### src/rtl/byte_alu_pkg.sv
package byte_alu_pkg;
  typedef enum logic [3:0] {
    OP_ADD  = 4'd0,  OP_ADDC = 4'd1,  OP_SUBB = 4'd2,  OP_AND  = 4'd3,
    OP_OR   = 4'd4,  OP_XOR  = 4'd5,  OP_CLR  = 4'd6,  OP_CPL  = 4'd7,
    OP_RL   = 4'd8,  OP_RLC  = 4'd9,  OP_RR   = 4'd10, OP_RRC  = 4'd11,
    OP_SWAP = 4'd12, OP_INC  = 4'd13, OP_DEC  = 4'd14, OP_CMP  = 4'd15
  } alu_op_e;

  typedef struct packed {
    logic cy;
    logic ac;
    logic ov;
  } flags_t;
endpackage

### src/rtl/byte_alu_arith.sv
module byte_alu_arith #(
  parameter int DATA_W = 8
) (
  input  logic [DATA_W-1:0] a_i,
  input  logic [DATA_W-1:0] b_i,
  input  logic              cin_i,
  input  logic              sub_i,
  output logic [DATA_W-1:0] res_o,
  output logic              cy_o,
  output logic              ac_o,
  output logic              ov_o
);
  localparam int HALF = DATA_W / 2;

  logic [DATA_W:0]   full_w, fa, fb, fc;
  logic [HALF:0]     low_w, la, lb, lc;
  logic [DATA_W-1:0] top_w, ta, tb, tc;

  always_comb begin
    fa = {1'b0, a_i};
    fb = {1'b0, b_i};
    fc = {{DATA_W{1'b0}}, cin_i};
    la = {1'b0, a_i[HALF-1:0]};
    lb = {1'b0, b_i[HALF-1:0]};
    lc = {{HALF{1'b0}}, cin_i};
    ta = {1'b0, a_i[DATA_W-2:0]};
    tb = {1'b0, b_i[DATA_W-2:0]};
    tc = {{(DATA_W-1){1'b0}}, cin_i};
    if (sub_i) begin
      full_w = fa - fb - fc;
      low_w  = la - lb - lc;
      top_w  = ta - tb - tc;
    end else begin
      full_w = fa + fb + fc;
      low_w  = la + lb + lc;
      top_w  = ta + tb + tc;
    end
    res_o = full_w[DATA_W-1:0];
    cy_o  = full_w[DATA_W];
    ac_o  = low_w[HALF];
    ov_o  = full_w[DATA_W] ^ top_w[DATA_W-1];
  end
endmodule

### src/rtl/byte_alu_unary.sv
module byte_alu_unary
  import byte_alu_pkg::*;
#(
  parameter int DATA_W = 8
) (
  input  alu_op_e           op_i,
  input  logic [DATA_W-1:0] a_i,
  input  logic [DATA_W-1:0] b_i,
  input  logic              cin_i,
  output logic [DATA_W-1:0] res_o,
  output logic              cy_o
);
  localparam int HALF = DATA_W / 2;

  always_comb begin
    res_o = a_i;
    cy_o  = cin_i;
    unique case (op_i)
      OP_AND:  res_o = a_i & b_i;
      OP_OR:   res_o = a_i | b_i;
      OP_XOR:  res_o = a_i ^ b_i;
      OP_CLR:  res_o = '0;
      OP_CPL:  res_o = ~a_i;
      OP_RL:   res_o = {a_i[DATA_W-2:0], a_i[DATA_W-1]};
      OP_RR:   res_o = {a_i[0], a_i[DATA_W-1:1]};
      OP_RLC: begin
        res_o = {a_i[DATA_W-2:0], cin_i};
        cy_o  = a_i[DATA_W-1];
      end
      OP_RRC: begin
        res_o = {cin_i, a_i[DATA_W-1:1]};
        cy_o  = a_i[0];
      end
      OP_SWAP: res_o = {a_i[HALF-1:0], a_i[DATA_W-1:HALF]};
      OP_INC:  res_o = a_i + 1'b1;
      OP_DEC:  res_o = a_i - 1'b1;
      OP_CMP:  cy_o  = (a_i < b_i);
      default: res_o = a_i;
    endcase
  end
endmodule

### src/rtl/byte_alu_flags.sv
module byte_alu_flags
  import byte_alu_pkg::*;
(
  input  logic   clk,
  input  logic   rst_n,
  input  flags_t we_i,
  input  flags_t d_i,
  output flags_t q_o
);
  flags_t q_r, q_nx;

  always_comb begin
    q_nx = q_r;
    if (we_i.cy) q_nx.cy = d_i.cy;
    if (we_i.ac) q_nx.ac = d_i.ac;
    if (we_i.ov) q_nx.ov = d_i.ov;
  end

  always_ff @(posedge clk or negedge rst_n) begin
    if (!rst_n) q_r <= '0;
    else        q_r <= q_nx;
  end

  assign q_o = q_r;

  p_cy_hold_r10: assert property (@(posedge clk) disable iff (!rst_n)
    !we_i.cy |=> $stable(q_r.cy));
  p_ac_hold_r10: assert property (@(posedge clk) disable iff (!rst_n)
    !we_i.ac |=> $stable(q_r.ac));
endmodule

### src/rtl/byte_alu.sv
module byte_alu
  import byte_alu_pkg::*;
#(
  parameter int DATA_W = 8
) (
  input  logic              clk,
  input  logic              rst_n,
  input  logic [3:0]        op_i,
  input  logic [DATA_W-1:0] acc_i,
  input  logic [DATA_W-1:0] opnd_i,
  output logic [DATA_W-1:0] result_o,
  output logic              neq_o,
  output logic              cy_we_o,
  output logic              ac_we_o,
  output logic              ov_we_o,
  output logic              cy_o,
  output logic              ac_o,
  output logic              ov_o
);
  alu_op_e           op;
  logic [1:0]        rst_sync;
  logic              rst_q_n;
  logic              is_arith, arith_cin;
  logic [DATA_W-1:0] arith_res, un_res;
  logic              arith_cy, arith_ac, arith_ov, un_cy;
  flags_t            we, nxt, cur;

  assign op = alu_op_e'(op_i);

  always_ff @(posedge clk or negedge rst_n) begin
    if (!rst_n) rst_sync <= 2'b00;
    else        rst_sync <= {rst_sync[0], 1'b1};
  end
  assign rst_q_n = rst_sync[1];

  assign is_arith  = (op == OP_ADD) || (op == OP_ADDC) || (op == OP_SUBB);
  assign arith_cin = (op == OP_ADD) ? 1'b0 : cur.cy;

  byte_alu_arith #(.DATA_W(DATA_W)) u_arith (
    .a_i(acc_i), .b_i(opnd_i), .cin_i(arith_cin), .sub_i(op == OP_SUBB),
    .res_o(arith_res), .cy_o(arith_cy), .ac_o(arith_ac), .ov_o(arith_ov)
  );

  byte_alu_unary #(.DATA_W(DATA_W)) u_unary (
    .op_i(op), .a_i(acc_i), .b_i(opnd_i), .cin_i(cur.cy),
    .res_o(un_res), .cy_o(un_cy)
  );

  always_comb begin
    we.cy = is_arith || (op == OP_RLC) || (op == OP_RRC) || (op == OP_CMP);
    we.ac = is_arith;
    we.ov = is_arith;
    nxt.cy = is_arith ? arith_cy : un_cy;
    nxt.ac = arith_ac;
    nxt.ov = arith_ov;
  end

  byte_alu_flags u_flags (
    .clk(clk), .rst_n(rst_q_n), .we_i(we), .d_i(nxt), .q_o(cur)
  );

  assign result_o = is_arith ? arith_res : un_res;
  assign neq_o    = (op == OP_CMP) && (acc_i != opnd_i);
  assign cy_we_o  = we.cy;
  assign ac_we_o  = we.ac;
  assign ov_we_o  = we.ov;
  assign cy_o     = cur.cy;
  assign ac_o     = cur.ac;
  assign ov_o     = cur.ov;

  p_cmp_keep_r9: assert property (@(posedge clk) disable iff (!rst_q_n)
    (op == OP_CMP) |-> (result_o == acc_i));
  p_clr_zero_r5: assert property (@(posedge clk) disable iff (!rst_q_n)
    (op == OP_CLR) |-> (result_o == '0 && !cy_we_o));
  p_inc_wrap_r8: assert property (@(posedge clk) disable iff (!rst_q_n)
    (op == OP_INC && acc_i == '1) |-> (result_o == '0));
  p_ov_group_r10: assert property (@(posedge clk) disable iff (!rst_q_n)
    ov_we_o |-> (cy_we_o && ac_we_o));
  p_ov_track_r3: assert property (@(posedge clk) disable iff (!rst_q_n)
    ov_we_o |=> (ov_o == $past(arith_ov)));
endmodule

### config.mk
export PLATFORM = sky130hd
export DESIGN_NAME = byte_alu
export DESIGN_NICKNAME = d
export VERILOG_FILES = /design/src/rtl/byte_alu_pkg.sv /design/src/rtl/byte_alu_arith.sv /design/src/rtl/byte_alu_unary.sv /design/src/rtl/byte_alu_flags.sv /design/src/rtl/byte_alu.sv
export SDC_FILE = /design/constraint.sdc
export NUM_CORES = 1
export LEC_CHECK = 0
export ABC_AREA = 1
export BUFFER_PORTS_ARGS = -buffer_cell sky130_fd_sc_hd__buf_4
export CAP_MARGIN = 20
export CORE_ASPECT_RATIO = 1.2
export CORE_MARGIN = 4
export CORE_UTILIZATION = 35
export CTS_BUF_LIST = sky130_fd_sc_hd__clkbuf_16
export CTS_CLUSTER_SIZE = 25
export DETAILED_ROUTE_END_ITERATION = 10
export GPL_TIMING_DRIVEN = 0
export PLACE_DENSITY = 0.59
export SYNTH_ARGS = -nofsm -noshare
export SYNTH_HDL_FRONTEND = slang
export SYNTH_SLANG_ARGS = --single-unit
### constraint.sdc
create_clock -name clk -period 3.79 [get_ports clk]
set_clock_uncertainty 0.15 [all_clocks]
set_input_delay 0.758 -clock clk [delete_from_list [all_inputs] [get_ports clk]]
set_output_delay 0.758 -clock clk [all_outputs]
set_load 0.05 [all_outputs]
# Yosys cells after proc, flatten, opt, wreduce, memory -nomap -nowiden
# Index checks and enable logic that the tools add are counted.
dict set report totals {
  latch_bits 0
  ramBits 0
  reg_bits 5
  n_memories 0
  mem_bits_ro 0
  inputBits 22
}
dict set report classes {
  magnitude_cmp 1
  shift 0
  div 0
  muxes 8
  multipliers 0
  eq_ne 16
  reduce_logical 9
  n_bitwise 5
  addsub 14
}
# cell count
set op_table {}
lappend op_table {{case mux 8 bit (12 select lines)} 1}
lappend op_table {{== test 4 bit (second input constant)} 8}
lappend op_table {{== test 4 x 3 -> 1 bit (second input constant)} 4}
lappend op_table {{2-to-1 mux 8 bit} 2}
lappend op_table {{adder 8 x 8 -> 9 bit} 1}
lappend op_table {{adder 9 x 1 -> 9 bit} 1}
lappend op_table {{2-to-1 mux 9 bit} 1}
lappend op_table {{subtractor 8 x 8 -> 9 bit} 1}
lappend op_table {{subtractor 9 x 1 -> 9 bit} 1}
lappend op_table {{adder 7 x 7 -> 8 bit} 1}
lappend op_table {{adder 8 x 1 -> 8 bit} 1}
lappend op_table {{adder 8 x 1 -> 8 bit (second input constant)} 1}
lappend op_table {{AND 8 bit} 1}
lappend op_table {{== test 4 x 2 -> 1 bit (second input constant)} 2}
lappend op_table {{< comparator 8 bit} 1}
lappend op_table {{!= test 8 bit} 1}
lappend op_table {{NOT 8 bit} 1}
lappend op_table {{bitwise OR 8 bit} 1}
lappend op_table {{subtractor 7 x 7 -> 8 bit} 1}
lappend op_table {{subtractor 8 x 1 -> 8 bit} 1}
lappend op_table {{subtractor 8 x 1 -> 8 bit (second input constant)} 1}
lappend op_table {{bitwise XOR 8 bit} 1}
lappend op_table {{adder 4 x 4 -> 5 bit} 1}
lappend op_table {{adder 5 x 1 -> 5 bit} 1}
lappend op_table {{12 further kinds} 17}

# Depth between registers and ports, before layout
dict set report depth {
  word_depth 7
  ltp_mapped 20
  mapped_depth_nobuf 19
}

# Hierarchy
# A second synthesis with hierarchy kept.
dict set report unflattened {
  hier_cells 524
  area_unflattened_um2 2956.6
}
# mod area_each_um2 cells_each instances
set by_module_without_submodules {}
lappend by_module_without_submodules {byte_alu_unary 1295.0 229 1}
lappend by_module_without_submodules {byte_alu_arith 1138.6 191 1}
lappend by_module_without_submodules {byte_alu 402.9 89 1}
lappend by_module_without_submodules {byte_alu_flags 120.1 15 1}

# Least setup slack after synthesis
# Ideal clock, no wire load.
dict set report synth_timing {
  path_type {in2out}
  start {in op_i[1]}
  end {out result_o[2]}
  n_path_buf 2
  cell_stages 16
  t_arrival_ns 3.047
  path_slack_ns -0.165
  path_cell_list {buf_6 -> inv_2 -> nor2_4 -> nand2_2 -> buf_6 -> nand2_4 -> nand2_1 -> inv_1 -> ha_1 -> inv_1 -> nand2_1 -> nand2_1 -> nand2_1 -> a31oi_1 -> nor3_1 -> o21ai_0}
}
dict set report synth_between {
  elab_chain_len 5
  elab_cells_between_ends 23
}
# item line
set synth_rtl {}
lappend synth_rtl {{start, declared} byte_alu.sv:8} ;# input logic [3:0] op_i,
lappend synth_rtl {{logical NOT 4 bit} {byte_alu.sv:36, byte_alu.sv:37}}
lappend synth_rtl {{2-to-1 mux 1 bit} byte_alu.sv:37} ;# assign arith_cin = (op == OP_ADD) ? 1'b0 : cur.cy;
lappend synth_rtl {{adder 9 x 1 -> 9 bit / subtractor 9 x 1 -> 9 bit (equally long branches)} {byte_alu_arith.sv:34, byte_alu_arith.sv:30}}
lappend synth_rtl {{2-to-1 mux 9 bit} byte_alu_arith.sv:29} ;# if (sub_i) begin
lappend synth_rtl {{2-to-1 mux 8 bit *} byte_alu.sv:62} ;# assign result_o = is_arith ? arith_res : un_res;
lappend synth_rtl {{end, declared} byte_alu.sv:11} ;# output logic [DATA_W-1:0] result_o,
# Every way passes the cells marked *; elsewhere a longest branch is shown, timed or not.

# Final worst setup path
dict set report layout_timing {
  start {in op_i[0]}
  end {out result_o[5]}
}
# The elaborated chain is that of the path after synthesis.

==> metrics.csv <==
metric,value,unit
pwr/cell area,244.6,nW/µm²
number of port buffers,35,
Final Hold Slack,0.1560,ns
vias per inst,5.358,
CTS tree,built,
Worst Setup End Kind,primary output,
max_slew headroom,45.51,%
Routed wire per std cell,15.63,µm
final net count,554,
io pins,37,
Slowest cell on crit path,fa_2,
Worst-path clk slew,0.03,ns
# Max-Cap Violations,0,
Tcrit/Tclk final,101.8,%
die outline width,85.44,µm
final critical-path required period,3.859,ns
Die Span Y,100.9,µm
Core Area,6937,µm²
WL final,8.988,mm
Final Hold Viols,0,
"Seq/Total Area, Yosys",4.968,%
"Worst Path Class, Setup",input port to primary output,
slew at the pin closest to its max-slew limit,0.8173,ns
Avg Synthesized Cell Area,5.830,µm²
Final Cell Area,3332,µm²
clk sinks,5,
share of cells above drive strength 1,23.57,%
Area Overhead vs Synth,32.29,%
Post-DP Area,2912,µm²
unrepaired setup endpoints after global routing,yes,
leak pwr,1.676,nW
failing checks,negative setup slack,
DRC Markers,0,
endpoints failing setup,3,
Clock Latency Late Sink,0.23,ns
antenna violations before repair,0,
GP Congestion,0.9059,
Hold Path Class,input port to async pin,
crit path max fanout,3,
gr usage total,20.45,%
post-synthesis register bit count,5,
vias in the first global route,3043,
antenna fix cells,0,
Root Driver,clkbuf_16,
DP Worst Slack,-0.4194,ns
largest net degree at the start of global routing,12,
Required @ worst endpoint,2.88,ns
Most common cell on crit path,nand2_1,
ys flop type,dfrtp_1,
"Cell Chain, Critical Path",buf_12 -> nor2_4 -> a21oi_4 -> fa_2 -> inv_2 -> ha_4 -> o21ai_2 -> nand2_2 -> nand2_2 -> nand2_1 -> nand2_1 -> nand2_1 -> xnor2_1 -> nand2_1 -> o211ai_1 -> nand2_2 -> buf_8,
"Slew Viols, Final",0,
"FFs w/ async S/R, synth",100.0,%
CP arrival,2.95,ns
gr ovfl total,0,
Initial DRT Pass Iterations,6,
final worst slack,-0.06901,ns
placed cells,554,
cell count after synthesis,432,
Iter 0 DRT Violations,238,
final antenna-violating net count,0,
H-Tree Depth,1,
Achievable Freq,259.1,MHz
Num CTS Buffers,3,
Syn. warnings,0,
Fin Setup TNS,-0.1651,ns
die footprint,8623,µm²
Post-synth EDFFs,0,
Final Non-Filler Cells,575,
VDD IR max,0.0002882,V
area of the mapped netlist,2519,µm²
detailed placement HPWL,7.021,mm
Initial Util,36.31,%
"slowest stage delay, CP",0.60,ns
clk buf depth,2,
synth unique cells,39,
outcome,"complete, but fails checks",
"Net Count, Synth",497,
DR vias,3081,
first-pass GRT wire length,14.46,mm
startpoint type of the worst setup path,input port,
FP Rows,33,
flip-flops by register name, indices dropped and copies added, names as in the netlist:
name	count
rst_sync	2
u_flags.q_o	3
kinds of logic (layout without fill, tap and decap cells):
logic type / after synthesis / after routing / share of synthesized area [%]
adder cells (fa/ha/maj): 43 / 43 / 22.55
flip-flops: 5 / 5 / 4.968
AND/OR/NAND/NOR: 219 / 219 / 37.90
AO/OA/AOI/OAI: 85 / 85 / 20.72
XOR/XNOR: 5 / 5 / 1.739
buffers and inverters: 74 / 130 / 11.97
other: 1 / 1 / 0.1489
metrics by stage:
stage	total power, mW	utilization, %
2_1_floorplan	0.4184	-
3_3_place_gp	0.5638	41.97
3_5_place_dp	0.5655	41.97
4_1_cts	0.7871	46.19
5_1_grt	0.8751	48.03
6_report	0.8151	48.03
report_power, final:
group / internal, mW / switching [mW] / total (mW)
Sequential: 0.0616 / 0.00441 / 0.0660
Combinational: 0.212 / 0.364 / 0.577
Clock: 0.137 / 0.0358 / 0.173
Total: 0.411 / 0.404 / 0.815
Yosys cell counts, types with 6 or more instances:
master | instances | area [µm²]
nand2_1 | 135 | 506.7
inv_1 | 56 | 210.2
ha_1 | 39 | 488.0
nand3_1 | 33 | 165.2
a21oi_1 | 26 | 130.1
nor2_1 | 25 | 93.84
o21ai_0 | 22 | 110.1
o22ai_1 | 12 | 75.07
clkinv_1 | 6 | 22.52
nand4_1 | 6 | 37.54
nor3_1 | 6 | 30.03
o2111ai_1 | 6 | 52.55
per-layer routing:
metal  track usage (%)  wire length [µm]  up-vias
met1             26.37              3946     1426
met4             6.212               174        0
met2             36.66              4434       95
met5                 0                 0        -
met3            0.7359               432       16
li1                  -                 -     1544
layout by cell type (no fill, tap or decap), drive strengths merged:
cell,count
nand2,144
inv,61
buf,56
ha,39
nand3,34
nor2,27
a21oi,26
o21ai,25
o22ai,12
o2111ai,6
nor3,6
nand4,6
o211ai,5
dfrtp,5
clkinv,5
clkbuf,5
fa,4
a41oi,3
xor2,3
clkinvlp,2
xnor2,2
a211oi,2
o21a,2
o21bai,1
a31oi,1
or2,1
nor4,1
a311oi,1
a21boi,1
dlygate4sd3,1
conb,1
final timing paths:
check                               start              to  slack [ns]  depth (start not counted)
max                               op_i[0]     result_o[5]       -0.07                         17
min                                 rst_n     rst_sync[1]        0.16                          1
min reg2reg                   rst_sync[0]     rst_sync[1]        0.21                          0
min in group clk              rst_sync[0]     rst_sync[1]        0.21                          0
max reg2reg                u_flags.q_o[2]  u_flags.q_o[0]        1.20                         15
max in group asynchronous     rst_sync[1]  u_flags.q_o[1]        2.91                          1
final cells by class:
class | count | area [µm²]
fill | 745 | 3605
multi-input combinational | 353 | 2216
timing repair buffer | 52 | 459.2
inverter | 67 | 284.0
sequential | 5 | 125.1
tap | 87 | 108.9
clock buffer | 3 | 75.07
buffer | 7 | 60.06
clock inverter | 1 | 3.754
worst max-delay path: cells and delay by family:
family,cells,cell delay [ns]
XOR/XNOR,1,0.14
adder cells (fa/ha/maj),2,0.75
buffers and inverters,3,0.32
AO/OA/AOI/OAI,3,0.34
AND/OR/NAND/NOR,8,0.63
what timing repair did:
action,CTS,global route
gates resized for setup,44,25
setup buffers,9,7
gates cloned,0,0
pin swaps,13,19
setup endpoints to repair,6,6
endpoints found under the hold margin,3,0
hold buffers,1,0
Note: power is estimated with default switching activity, not from simulation.
